$ cat src/rtl/i2cs_pkg.sv
package i2cs_pkg;

  localparam int BYTE_W = 8;

  typedef enum logic [3:0] {
    ST_IDLE,
    ST_ADDR,
    ST_ADDR_ACK,
    ST_REG,
    ST_REG_ACK,
    ST_WDATA,
    ST_WDATA_ACK,
    ST_RDATA,
    ST_MACK,
    ST_SKIP
  } busState_t;

  // strobes from control to datapath, all single-cycle
  typedef struct packed {
    logic clrBits;
    logic shiftRx;
    logic shiftTx;
    logic loadPtr;
    logic incPtr;
    logic loadTx;
    logic armWrap;
    logic writeReg;
  } dpCmd_t;

endpackage

$ cat src/rtl/mag_i2c_line_sync.sv
module mag_i2c_line_sync #(
  parameter int STAGES = 2
) (
  input  logic clk,
  input  logic rstN,
  input  logic sclIn,
  input  logic sdaIn,
  output logic sclLvl,
  output logic sdaLvl,
  output logic sclRise,
  output logic sclFall,
  output logic startSeen,
  output logic stopSeen
);

  localparam int LINES = 2;

  logic [LINES-1:0] rawLines;
  logic [LINES-1:0] lvl;
  logic [LINES-1:0] prev;

  assign rawLines = {sdaIn, sclIn};

  for (genvar gi = 0; gi < LINES; gi++) begin : g_line
    logic [STAGES-1:0] pipe;
    always_ff @(posedge clk or negedge rstN) begin
      if (!rstN) pipe <= '1;
      else       pipe <= {pipe[STAGES-2:0], rawLines[gi]};
    end
    assign lvl[gi] = pipe[STAGES-1];
  end

  always_ff @(posedge clk or negedge rstN) begin
    if (!rstN) prev <= '1;
    else       prev <= lvl;
  end

  assign sclLvl    = lvl[0];
  assign sdaLvl    = lvl[1];
  assign sclRise   = lvl[0] & ~prev[0];
  assign sclFall   = ~lvl[0] & prev[0];
  // SDA edge while SCL stays high on both samples
  assign startSeen = lvl[0] & prev[0] & prev[1] & ~lvl[1];
  assign stopSeen  = lvl[0] & prev[0] & ~prev[1] & lvl[1];

endmodule

$ cat src/rtl/mag_i2c_ctrl.sv
module mag_i2c_ctrl
  import i2cs_pkg::*;
#(
  parameter logic [6:0] DEV_ADDR = 7'h0D
) (
  input  logic              clk,
  input  logic              rstN,
  input  logic              sclRise,
  input  logic              sclFall,
  input  logic              startSeen,
  input  logic              stopSeen,
  input  logic              sdaLvl,
  input  logic              byteDone,
  input  logic              txLast,
  input  logic              txBit,
  input  logic [BYTE_W-1:0] rxByte,
  output dpCmd_t            cmd,
  output logic              sdaOe
);

  busState_t state, nextState;
  logic      isRead;
  logic      nackSeen;

  always_comb begin
    nextState = state;
    cmd       = '0;
    if (startSeen) begin
      nextState   = ST_ADDR;
      cmd.clrBits = 1'b1;
    end else if (stopSeen) begin
      nextState = ST_IDLE;
    end else begin
      case (state)
        ST_ADDR: begin
          if (sclRise && !byteDone) cmd.shiftRx = 1'b1;
          else if (sclFall && byteDone)
            nextState = (rxByte[BYTE_W-1:1] == DEV_ADDR) ? ST_ADDR_ACK : ST_IDLE;
        end
        ST_ADDR_ACK: begin
          if (sclFall) begin
            cmd.clrBits = 1'b1;
            if (isRead) begin
              nextState   = ST_RDATA;
              cmd.loadTx  = 1'b1;
              cmd.armWrap = 1'b1;
            end else begin
              nextState = ST_REG;
            end
          end
        end
        ST_REG: begin
          if (sclRise && !byteDone) cmd.shiftRx = 1'b1;
          else if (sclFall && byteDone) begin
            nextState   = ST_REG_ACK;
            cmd.loadPtr = 1'b1;
          end
        end
        ST_REG_ACK: begin
          if (sclFall) begin
            nextState   = ST_WDATA;
            cmd.clrBits = 1'b1;
          end
        end
        ST_WDATA: begin
          if (sclRise && !byteDone) cmd.shiftRx = 1'b1;
          else if (sclFall && byteDone) begin
            nextState    = ST_WDATA_ACK;
            cmd.writeReg = 1'b1;
          end
        end
        ST_WDATA_ACK: begin
          if (sclFall) nextState = ST_SKIP;
        end
        ST_RDATA: begin
          if (sclFall) begin
            if (txLast) begin
              nextState  = ST_MACK;
              cmd.incPtr = 1'b1;
            end else begin
              cmd.shiftTx = 1'b1;
            end
          end
        end
        ST_MACK: begin
          if (sclFall) begin
            if (nackSeen) begin
              nextState = ST_SKIP;
            end else begin
              nextState   = ST_RDATA;
              cmd.clrBits = 1'b1;
              cmd.loadTx  = 1'b1;
            end
          end
        end
        default: ;
      endcase
    end
  end

  always_ff @(posedge clk or negedge rstN) begin
    if (!rstN) begin
      state    <= ST_IDLE;
      isRead   <= 1'b0;
      nackSeen <= 1'b0;
    end else begin
      state <= nextState;
      if (state == ST_ADDR && nextState == ST_ADDR_ACK) isRead <= rxByte[0];
      if (state == ST_MACK && sclRise) nackSeen <= sdaLvl;
    end
  end

  always_comb begin
    case (state)
      ST_ADDR_ACK, ST_REG_ACK, ST_WDATA_ACK: sdaOe = 1'b1;
      ST_RDATA:                               sdaOe = ~txBit;
      default:                                sdaOe = 1'b0;
    endcase
  end

endmodule

$ cat src/rtl/mag_i2c_datapath.sv
module mag_i2c_datapath
  import i2cs_pkg::*;
#(
  parameter logic [BYTE_W-1:0] WR_FIRST  = 8'h09,
  parameter logic [BYTE_W-1:0] WR_LAST   = 8'h0B,
  parameter logic [BYTE_W-1:0] WRAP_LAST = 8'h06
) (
  input  logic              clk,
  input  logic              rstN,
  input  dpCmd_t            cmd,
  input  logic              sdaLvl,
  input  logic              wrapEnable,
  input  logic [BYTE_W-1:0] regRdata,
  output logic              byteDone,
  output logic              txLast,
  output logic              txBit,
  output logic [BYTE_W-1:0] rxByte,
  output logic [BYTE_W-1:0] regAddr,
  output logic [BYTE_W-1:0] regWdata,
  output logic              regWe,
  output logic              regRe
);

  localparam int CNT_W = $clog2(BYTE_W + 1);

  logic [CNT_W-1:0]  bitCnt;
  logic [BYTE_W-1:0] rxShift;
  logic [BYTE_W-1:0] txShift;
  logic [BYTE_W-1:0] ptr;
  logic              wrapArm;
  logic              wrapNow;
  logic              ptrWritable;

  assign wrapNow     = wrapEnable && wrapArm && (ptr == WRAP_LAST);
  assign ptrWritable = (ptr >= WR_FIRST) && (ptr <= WR_LAST);

  always_ff @(posedge clk or negedge rstN) begin
    if (!rstN) begin
      bitCnt  <= '0;
      rxShift <= '0;
      txShift <= '1;
      ptr     <= '0;
      wrapArm <= 1'b0;
    end else begin
      if (cmd.clrBits)                     bitCnt <= '0;
      else if (cmd.shiftRx || cmd.shiftTx) bitCnt <= bitCnt + CNT_W'(1);

      if (cmd.shiftRx) rxShift <= {rxShift[BYTE_W-2:0], sdaLvl};

      if (cmd.loadTx)       txShift <= regRdata;
      else if (cmd.shiftTx) txShift <= {txShift[BYTE_W-2:0], 1'b1};

      if (cmd.loadPtr)     ptr <= rxShift;
      else if (cmd.incPtr) ptr <= wrapNow ? '0 : ptr + BYTE_W'(1);

      if (cmd.armWrap) wrapArm <= (ptr <= WRAP_LAST);
    end
  end

  assign byteDone = (bitCnt == CNT_W'(BYTE_W));
  assign txLast   = (bitCnt == CNT_W'(BYTE_W - 1));
  assign txBit    = txShift[BYTE_W-1];
  assign rxByte   = rxShift;
  assign regAddr  = ptr;
  assign regWdata = rxShift;
  assign regWe    = cmd.writeReg && ptrWritable;
  assign regRe    = cmd.loadTx;

endmodule

$ cat src/rtl/mag_i2c_slave.sv
module mag_i2c_slave
  import i2cs_pkg::*;
#(
  parameter logic [6:0]        DEV_ADDR    = 7'h0D,
  parameter logic [BYTE_W-1:0] WR_FIRST    = 8'h09,
  parameter logic [BYTE_W-1:0] WR_LAST     = 8'h0B,
  parameter logic [BYTE_W-1:0] WRAP_LAST   = 8'h06,
  parameter int                SYNC_STAGES = 2
) (
  input  logic              clk,
  input  logic              rstN,
  input  logic              sclIn,
  input  logic              sdaIn,
  output logic              sdaOe,
  input  logic              wrapEnable,
  output logic [BYTE_W-1:0] regAddr,
  output logic [BYTE_W-1:0] regWdata,
  output logic              regWe,
  input  logic [BYTE_W-1:0] regRdata,
  output logic              regRe
);

  logic              sclLvl, sdaLvl, sclRise, sclFall, startSeen, stopSeen;
  logic              byteDone, txLast, txBit;
  logic [BYTE_W-1:0] rxByte;
  dpCmd_t            cmd;

  mag_i2c_line_sync #(.STAGES(SYNC_STAGES)) u_sync (
    .clk(clk), .rstN(rstN), .sclIn(sclIn), .sdaIn(sdaIn),
    .sclLvl(sclLvl), .sdaLvl(sdaLvl), .sclRise(sclRise), .sclFall(sclFall),
    .startSeen(startSeen), .stopSeen(stopSeen)
  );

  mag_i2c_ctrl #(.DEV_ADDR(DEV_ADDR)) u_ctrl (
    .clk(clk), .rstN(rstN), .sclRise(sclRise), .sclFall(sclFall),
    .startSeen(startSeen), .stopSeen(stopSeen), .sdaLvl(sdaLvl),
    .byteDone(byteDone), .txLast(txLast), .txBit(txBit), .rxByte(rxByte),
    .cmd(cmd), .sdaOe(sdaOe)
  );

  mag_i2c_datapath #(
    .WR_FIRST(WR_FIRST), .WR_LAST(WR_LAST), .WRAP_LAST(WRAP_LAST)
  ) u_dp (
    .clk(clk), .rstN(rstN), .cmd(cmd), .sdaLvl(sdaLvl),
    .wrapEnable(wrapEnable), .regRdata(regRdata),
    .byteDone(byteDone), .txLast(txLast), .txBit(txBit), .rxByte(rxByte),
    .regAddr(regAddr), .regWdata(regWdata), .regWe(regWe), .regRe(regRe)
  );

endmodule

$ cat config.mk
export PLATFORM = sky130hd
export DESIGN_NAME = mag_i2c_slave
export DESIGN_NICKNAME = d
export VERILOG_FILES = /design/src/rtl/i2cs_pkg.sv /design/src/rtl/mag_i2c_line_sync.sv /design/src/rtl/mag_i2c_ctrl.sv /design/src/rtl/mag_i2c_datapath.sv /design/src/rtl/mag_i2c_slave.sv
export SDC_FILE = /design/constraint.sdc
export NUM_CORES = 1
export LEC_CHECK = 0
export BUFFER_PORTS_ARGS = -buffer_cell sky130_fd_sc_hd__buf_2
export CAP_MARGIN = 20
export CORE_MARGIN = 3
export CORE_UTILIZATION = 54
export CTS_BUF_LIST = sky130_fd_sc_hd__clkbuf_8
export CTS_CLUSTER_SIZE = 24
export DETAILED_ROUTE_END_ITERATION = 6
export GPL_TIMING_DRIVEN = 0
export HOLD_SLACK_MARGIN = 0.02
export PLACE_DENSITY_LB_ADDON = 0.12
export SETUP_SLACK_MARGIN = 0.2
export SLEW_MARGIN = 20
export SYNTH_ARGS = -nofsm -noshare
export SYNTH_HDL_FRONTEND = slang
export SYNTH_SLANG_ARGS = --single-unit
$ cat constraint.sdc
create_clock -name clk -period 5.3 [get_ports clk]
set_input_delay 0.265 -clock clk [delete_from_list [all_inputs] [get_ports clk]]
set_output_delay 0.265 -clock clk [all_outputs]
set_load 0.02 [all_outputs]
==> results of run 1 <==
## flip-flops by register name, summed over array words and instances (netlist names)
signal              cells
u_ctrl.isRead           1
u_dp.bitCnt             4
u_dp.wrapArm            1
u_dp.regAddr            8
u_sync.g_line.pipe      4
u_sync.prev             2
u_ctrl.nackSeen         1
u_ctrl.state            4
u_dp.txShift            8
u_dp.regWdata           8
## logic make-up after synthesis
| kind of cell | Yosys count |
|---|---|
| fa+ha+maj | 6 |
| compound gates | 67 |
| simple gates | 83 |
| mux | 12 |
| xor+xnor | 5 |
| buf+inv | 22 |
| flops | 41 |
## path summary, 6_finish.rpt
path | from | endpoint | slack [ns] | cells after the start
max in group asynchronous | rstN | u_dp.bitCnt[1] | 4.65 | 1
setup reg to reg | u_dp.bitCnt[0] | u_dp.regAddr[6] | 3.11 | 7
setup / recovery | u_sync.prev[0] | regRe | 2.93 | 5
hold reg to reg | u_sync.g_line[0].pipe[0] | u_sync.g_line[0].pipe[1] | 0.36 | 0
hold / removal | sclIn | u_sync.g_line[0].pipe[0] | 0.07 | 1
min in group asynchronous | rstN | u_dp.regAddr[2] | 0.09 | 1
## worst max-delay path, delay by kind of cell, from the launching register on
kind                   cells  cell delay [ns]
and+or+nand+nor            3             0.70
DFF                        1             0.63
buffers and inverters      2             0.48
## final cells by class
| type | count | area [um^2] |
|---|---|---|
| multi-input cells | 173 | 1220 |
| plain buffers | 12 | 60.1 |
| inverters | 10 | 37.5 |
| clock buffers | 5 | 68.8 |
| repair buffers | 31 | 155 |
| fillers | 355 | 1420 |
| flip-flops and latches | 41 | 1040 |
| clock inverters | 3 | 46.3 |
| well taps | 50 | 62.6 |
## power groups by stage
stage | Clock, uW | Combinational (uW) | Sequential (uW)
floorplan | 0 | 316 | 500
global placement | 0 | 434 | 501
detailed placement | 0 | 443 | 504
CTS | 262 | 444 | 498
global route | 275 | 490 | 512
finish | 253 | 448 | 501
## metrics by stage
stage | instance area (um^2) | util, % | hold slack, ns | setup slack (ns)
final | 2690 | 65.5 | 0.0688 | 2.93
after global routing | 2690 | 65.5 | 0.0480 | 2.82
after CTS | 2690 | 65.5 | 0.0607 | 2.97
after detailed placement | 2580 | 62.7 | 0.349 | 3.13
after global placement | 2580 | 62.7 | 0.346 | 3.19
after floorplan | 2360 | - | -0.0306 | 3.28
## routing by layer
metal  global-route usage [%]  vias to the layer above  part of all wire, %
li1                         -                      950                    -
met1                     32.7                      961                   48
met2                     32.1                       75                   46
met3                     4.29                        7                  5.9
met4                     7.31                        0                 0.99
met5                        0                        -                    0
## layout by cell type, fill, tap and decap left out, types with 4 or more instances in the layout
| master | Yosys | final |
|---|---|---|
| a21o_1 | 8 | 8 |
| a21oi_1 | 15 | 15 |
| a22o_1 | 6 | 6 |
| buf_2 | 5 | 36 |
| clkbuf_1 | 5 | 5 |
| clkbuf_8 | 0 | 5 |
| dfrtp_1 | 27 | 27 |
| dfstp_2 | 14 | 14 |
| ha_1 | 6 | 6 |
| inv_1 | 10 | 10 |
| mux2_2 | 10 | 10 |
| nand2_1 | 11 | 11 |
| nand3_1 | 8 | 8 |
| nand3b_1 | 4 | 4 |
| nor2_1 | 17 | 17 |
| nor3_1 | 7 | 7 |
| nor4_1 | 5 | 5 |
| o21ai_0 | 11 | 11 |
| xnor2_1 | 5 | 5 |
==> impl_results.md, run 1 <==
* Status: finished clean
* Post-synthesis compound-gate area fraction at 19.6%
* Leading area contributor after synthesis: dfrtp_1
* Cell Area, Synth at 0.00236 mm^2
* Maximum VDD drop at roughly 0.00026 V
* Min cycle time layout at 2.37 ns
* Flop pwr share at 41.7%
* Crit path arrival time at 2.10 ns
* Post-CTS setup buffer count at 0
* DR WL/cell at 16.5 um
* Antenna Violating Nets Remaining at 0
* Clock tree root buffer cell: clkbuf_8
* P_sw at between 400 and 500 uW
* Combinational power share at 37.3%
* Slew headroom at 40.9%
* Largest family of logic cells by synthesized area: simple AND/OR/NAND/NOR gates
* Initial drt markers at 257
* Synth Area in XOR/XNOR at 1.85%
* FFs w/ async S/R, synth at 100%
* GR Overflow Total at 0
* Mean Syn Cell Area at roughly 10 um^2
* Synth Area in Simple Gates at 21.5%
* RSZ-0062 raised after global routing: false
* Area Growth Syn to Fin at 14.1%
* CP Launch Type: flop
* Main synth FF type: dfrtp_1
* Final period util at ~45%
* Hold buffer count at cts at 0
* Sequential fraction of the synthesis area at 44.2%
* Initial core utilization at roughly 57%
* Leak pwr at about 0.0012 uW
* Total Routed Length at 5350 um
* Mapped Nets at between 200 and 300
* Post-Synth Adder-Cell Area at 3.18%
* Internal at around 750 uW
* Power Density at 446 mW/mm^2
* Synth area leaders: dfrtp_1 29%, dfstp_2 16%, mux2_2 4.8%, a21oi_1 3.2%, ha_1 3.2%
* Yosys top cell area share at 28.6%
* Most common cell in the netlist: dfrtp_1
* Die width at 72.1 um
* DR vias at 1993
* Mapped Cells at 236
* Power Total at 1200 uW
* Crit Path Max Fanout at 10
* Post-synth EDFFs at 0
* Top cell by count, worst path: buf_2
* Clock sink total at 41
* Drt drc at 0
* Clock transition at path regs at 0.08 ns
* IO Count at 32
* Std-Cell Rows at 23
* Final HPWL DP at 3850 um
* Vias in the first global route at 1853
* CTS tree: done
* GRT Total Usage at between 20% and 30%
* Die ar. at approximately 0.0052 mm^2
* Vias/cell at 6.13
* Worst-Skew Late Latency at roughly 0.29 ns
* H-tree levels at 2
* Initial antenna violation count at 0
* Synthesized flop and latch total at approximately 40
* Final Net Count at 293
* TritonCTS buffer count at 5
* Clock share of power at 21.1%
* Global-route wire length before repair at 9050 um
* Core footprint at around 0.004 mm^2
* Final Max Tran Viols at 0
* Final setup violation count at 0
* FMAX at 0.423 GHz
* Antenna diodes at 0
* Largest net degree at the start of global routing at 42
* # resized after CTS at 0
* Max-cap viol count at 0
* Crit-path slowest cell: dfstp_2
* Fraction of layout cells with a size suffix above 1 at 30.5%
* Multiplexer share of the synthesized area at 5.62%
* CP required at 5.04 ns
* Slowest cell delay on critical path at 0.63 ns
* Yosys cell types at 60
* HP Class: input port to flop
* Post-synth top cells: 27 x dfrtp_1, 17 x nor2_1, 15 x a21oi_1, 14 x dfstp_2
* Critical path endpoint category: output pin
* Least-Margin Pin Slew at between 0.8 and 0.9 ns
* First-pass detailed-route iteration total at 5
* Switching share of power at 37.4%
* DIE HEIGHT at 72.1 um
* CP Cell Sequence: nand2b_4, or3_1, nor2_1, buf_2, buf_2
* Worst clock skew at 0.00546 ns
* Fin. Hold Viols at 0
* Post-route insts no fill at roughly 330
* Crit Path Class: flop to output pin
* PortBufs at 31
* Setup Total Neg Slack at 0 ns
* Yosys warning count at 0
* Placed insts at 317
* Final GP Congestion at 0.955
* Clock Path Buffers at 2
Power figures use the tool's default switching activity.
==> run 2: changes to the inputs <==
- clock period: 5.3 -> 2 ns (I/O delays scaled with it)
==> impl_results.md, run 2 (synthesis gave the netlist of run 1 again) <==
* GRT Total Usage at 22.4%
* Final setup violation count at 0
* Placed insts at 317
* FMAX at 0.517 GHz
* PortBufs at 31
* Reg2reg path depth at 7
* Commonest non-fill, non-tap cells in the layout: 32 x buf_2, 24 x buf_4, 24 x dfrtp_1, 14 x nor2_1, 14 x dfstp_2
* Initial drt markers at 191
* Least-Margin Pin Slew at ~0.88 ns
* Min cycle time layout at 1.93 ns
* Setup WS post-layout at 0.0658 ns
* Initial antenna violation count at 0
* Hold wc startpoint: regRdata[7]
* Initial core utilization at 57.4%
* Clock Path Buffers at 2
* DR WL/cell at roughly 16 um
* TritonCTS buffer count at 5
* Max-cap viol count at 0
* CP Launch Type: flop
* Fraction of layout cells with a size suffix above 1 at a little over two fifths
* Critical path endpoint category: flop
* Worst clock skew at 0.00707 ns
* Most common cell after layout, fill and taps aside: buf_2
* Clock tree root buffer cell: clkbuf_8
* Crit Path Max Fanout at 5
* Setup slack, reg-to-reg at 0.07 ns
* Power Total at 3350 uW
* Crit Path Class: flop to flop
* Final GP Congestion at 0.912
* Drt drc at 0
* Final HPWL DP at 3680 um
* RSZ-0062 raised after global routing: true
* Vias/cell at 5.93
* Vias in the first global route at around 2000
* Power Density at roughly 1100 mW/mm^2
* Fin. Hold Viols at 0
* Final Net Count at 323
* Maximum VDD drop at 0.000603 V
* DR vias at 2106
* Final period util at a little under 100%
* Antenna Violating Nets Remaining at 0
* CTS tree: done
* Final Max Tran Viols at 0
* Global-route wire length before repair at 9250 um
* GR Overflow Total at 0
* Die width at 72.1 um
* Clock sink total at 41
* Worst-Skew Late Latency at 0.30 ns
* Leak pwr at about 0.0014 uW
* Reg-to-Reg Start: u_dp.bitCnt[0]
* Slew headroom at 41.2%
* Post-route insts no fill at 355
* H-tree levels at 2
* End of the worst register-to-register path: u_ctrl.isRead
* Area post-placement at ~0.0026 mm^2
* Status: finished clean
* Endpoint, Worst Hold: u_dp.txShift[7]
* Largest net degree at the start of global routing at 42
* CP required at roughly 2.2 ns
* Core footprint at 0.00412 mm^2
* Antenna diodes at 0
* Crit path arrival time at approximately 2.1 ns
* Setup WS pre-CTS at -0.119 ns
* IO Count at 32
* HP Class: input port to flop
* First-pass detailed-route iteration total at 4
* Total Routed Length at 5790 um
* Die ar. at between 0.005 and 0.006 mm^2
* DIE HEIGHT at 72.1 um
* Hold Path Depth at 3
* Area Growth Syn to Fin at 31.0%
* Design Area, Final at 0.00309 mm^2
* Clock transition at path regs at about 0.080 ns
* Std-Cell Rows at 23
[run 2: layer usage]
metal  wire [um]  global-route usage (%)  share of wire (%)
met2        2700                    35.4                 47
met3         334                    4.43                5.8
met1        2650                    31.2                 46
met4          99                    6.89                1.7
met5           0                       0                  0
[run 2: power breakdown]
part / internal [uW] / total [uW] / switching, uW
clock: 241 / 541 / 300
sequential: 1100 / 1320 / 218
combinational: 692 / 1490 / 798
total: 2030 / 3350 / 1320
[run 2: timing repair]
item,in CTS,in global routing
cloned,1,0
gates resized for setup,22,28
setup endpoints to repair,33,33
pin swaps,6,6
endpoints found under the hold margin,31,0
setup buffers,15,9
hold buffers,5,0
[run 2: area by class of cell]
type	count	area [um^2]
Multi-Input combinational cell	173	1360
Fill cell	283	1020
Clock inverter	3	18.8
Buffer	12	86.3
Timing Repair Buffer	61	408
Sequential cell	41	1050
Inverter	10	37.5
Tap cell	50	62.6
Clock buffer	5	68.8
[run 2: critical path: stages (launching register included)]
cell	delay [ns]
dfrtp_1	0.40
inv_1	0.06
ha_1	0.13
nand3b_1	0.24
nand2b_4	0.25
and3_4	0.18
o31ai_4	0.24
mux2_4	0.32
[run 2: metrics by stage]
stage	util [%]	setup TNS [ns]	hold WS, ns
2_1_floorplan	-	0	-0.196
3_3_place_gp	63.2	-0.210	0.205
3_5_place_dp	63.2	-0.236	0.207
4_1_cts	71.3	0	0.0965
5_1_grt	75.2	-0.0552	0.107
6_report	75.2	0	0.0984
[run 2: how the worst max path moves through the flow]
stage	cells after the start	from	endpoint
2_1_floorplan	5	u_dp.regAddr[7]	u_dp.regAddr[6]
3_3_place_gp	7	u_dp.bitCnt[0]	u_dp.regAddr[6]
3_5_place_dp	7	u_dp.bitCnt[0]	u_dp.regAddr[6]
4_1_cts	9	u_dp.bitCnt[0]	u_dp.regAddr[2]
5_1_grt	7	u_dp.bitCnt[0]	u_ctrl.isRead
6_report	7	u_dp.bitCnt[0]	u_ctrl.isRead
==> run 3: changes to the inputs <==
- PLACE_DENSITY_LB_ADDON: 0.12 -> 0.1
==> impl_results.md, run 3 (synthesis gave the netlist of run 1 again) <==
* Status: finished clean
* Final period util at a little over nine tenths
* Crit-path slowest cell: dfrtp_1
* Power Density at 1090 mW/mm^2
* Slowest cell delay on critical path at about 0.4 ns
* HP Class: input port to flop
* Antenna Violating Nets Remaining at 0
* Routing usage on met2 at between 40% and 50%
* Crit path arrival time at 2.14 ns
* DR vias at around 2300
* Crit Path Class: flop to flop
* Final Net Count at about 340
* Final Max Tran Viols at 0
* CP required at 2.18 ns
* FF+latch area at 0.00105 mm^2
* Initial drt markers at 285
* Multi-input gate area at ~0.0015 mm^2
* Fin. Hold Viols at 0
* Worst-Skew Late Latency at 0.31 ns
* Max-cap viol count at 0
* Placed insts at 317
* First-pass detailed-route iteration total at 5
* Endpoint, Worst Hold: u_dp.txShift[5]
* Reg-to-Reg Start: u_dp.bitCnt[0]
* Die width at ~70 um
* IO Count at 32
* GR Overflow Total at 0
* Leak pwr at between 0.0015 and 0.002 uW
* Hold Slack at 0.0938 ns
* Fin util at 81.7%
* Clock transition at path regs at 0.09 ns
* Clock sink total at 41
* Clock share of power at 19.7%
* Fraction of layout cells with a size suffix above 1 at 51.4%
* Top Usage Layer GRT: met2
* H-tree levels at 2
* Critical path origin: u_dp.bitCnt[0]
* Vias/cell at between 6 and 7
* Min cycle time layout at roughly 2 ns
* End of the worst register-to-register path: u_ctrl.state[0]
* Drt drc at 0
* P_sw at 1430 uW
* M1 GR Usage at 36.0%
* Maximum VDD drop at 0.000755 V
* CTS tree: done
* Total Routed Length at about 7100 um
* Vias in the first global route at roughly 2100
* Hold Path Depth at 3
* DIE HEIGHT at 72.1 um
* Slew headroom at 38.8%
* Post-route insts no fill at 367
* Switching share of power at 39.2%
* Internal at 2220 uW
* Setup Total Neg Slack at 0 ns
* Clock Path Buffers at 2
* Initial core utilization at around 57%
* Hold wc startpoint: regRdata[5]
* Commonest non-fill, non-tap cells in the layout: 33 x buf_4, 30 x buf_2, 23 x dfrtp_1, 14 x dfstp_2
* Std-Cell Rows at 23
* Flop pwr share at 37.0%
* CP Cell Sequence: inv_1, ha_2, nand3b_1, buf_4, o21ba_2, o221a_4, a221oi_2, a41oi_1
* Least-Margin Pin Slew at 0.918 ns
* Area Growth Syn to Fin at 42.4%
* Final GP Congestion at 0.872
* Final HPWL DP at approximately 3800 um
* Fillers at 215
* CP Launch Type: flop
* Critical path endpoint category: flop
* DR WL/cell at 19.4 um
* Global-route wire length before repair at ~11000 um
* Die ar. at 0.00520 mm^2
* Final setup violation count at 0
* Worst clock skew at 0.0114 ns
* TritonCTS buffer count at 5
* FMAX at 0.509 GHz
* Reg2reg path depth at 8
* Crit Path Max Fanout at 4
* PortBufs at 31
* RSZ-0062 raised after global routing: true
* M3 GR Usage at 6.37%
* Clock tree root buffer cell: clkbuf_8
* GRT Total Usage at 26.4%
* Antenna diodes at 0
* Largest net degree at the start of global routing at 42
* Most common cell after layout, fill and taps aside: buf_4
* Combinational power share at roughly 43%
* Setup slack, reg-to-reg at 0.04 ns
* Core footprint at approximately 0.004 mm^2
* Initial antenna violation count at 0
==> run 3: metal layers <==
layer  part of all wire [%]  up-vias  wire length, um
met3                    6.5       28              461
met1                     42     1134             3020
met4                    3.6        0              256
met5                      0        -                0
met2                     47      108             3370
li1                       -     1033                -
==> run 3: power by group through the flow <==
stage	clock [uW]	sequential (uW)	combinational, uW
after floorplan	0	1330	844
after global routing	771	1370	1670
after detailed placement	0	1340	1170
after global placement	0	1330	1160
final	722	1350	1580
after CTS	721	1330	1420
==> run 3: stage by stage <==
step | instance area [um^2] | power [uW] | setup WS [ns]
floorplan | 2380 | 2170 | 0.137
global placement | 2600 | 2490 | -0.127
detailed placement | 2600 | 2510 | -0.119
CTS | 3130 | 3470 | 0.0765
global route | 3360 | 3820 | -0.0242
finish | 3360 | 3650 | 0.0354
==> run 3: worst max-delay path by stage <==
| stage | cells past startpoint | slack (ns) | to |
|---|---|---|---|
| finish | 8 | 0.04 | u_ctrl.state[0] |
| global route | 6 | -0.02 | u_dp.regAddr[6] |
| CTS | 7 | 0.08 | u_ctrl.isRead |
| detailed placement | 7 | -0.12 | u_dp.regAddr[6] |
| global placement | 7 | -0.13 | u_dp.regAddr[6] |
| floorplan | 5 | 0.14 | u_dp.regAddr[6] |
==> run 3: cell type report <==
type                            count  share of cell area (%)
Multi-Input combinational cell    173                    43.6
Sequential cell                    41                    31.2
Timing Repair Buffer               73                    15.8
Buffer                             12                    2.90
Clock buffer                        6                    2.46
Tap cell                           50                    1.86
Inverter                           10                    1.12
Clock inverter                      2                    1.08
==> run 3: what timing repair did <==
action	4_1_cts	5_1_grt
gates resized for setup	45	38
gates cloned	2	1
endpoints found under the setup margin	35	34
endpoints found under the hold margin	31	0
buffers inserted	22	12
hold buffers	5	0
pin swaps	10	23
==> run 3: worst max-delay path: cells and delay by family (launching register included) <==
kind	cells	cell delay, ns
AO/OA/AOI/OAI	4	0.74
flip-flops	1	0.41
buffers and inverters	2	0.31
AND/OR/NAND/NOR	1	0.21
adder cells (fa/ha/maj)	1	0.16
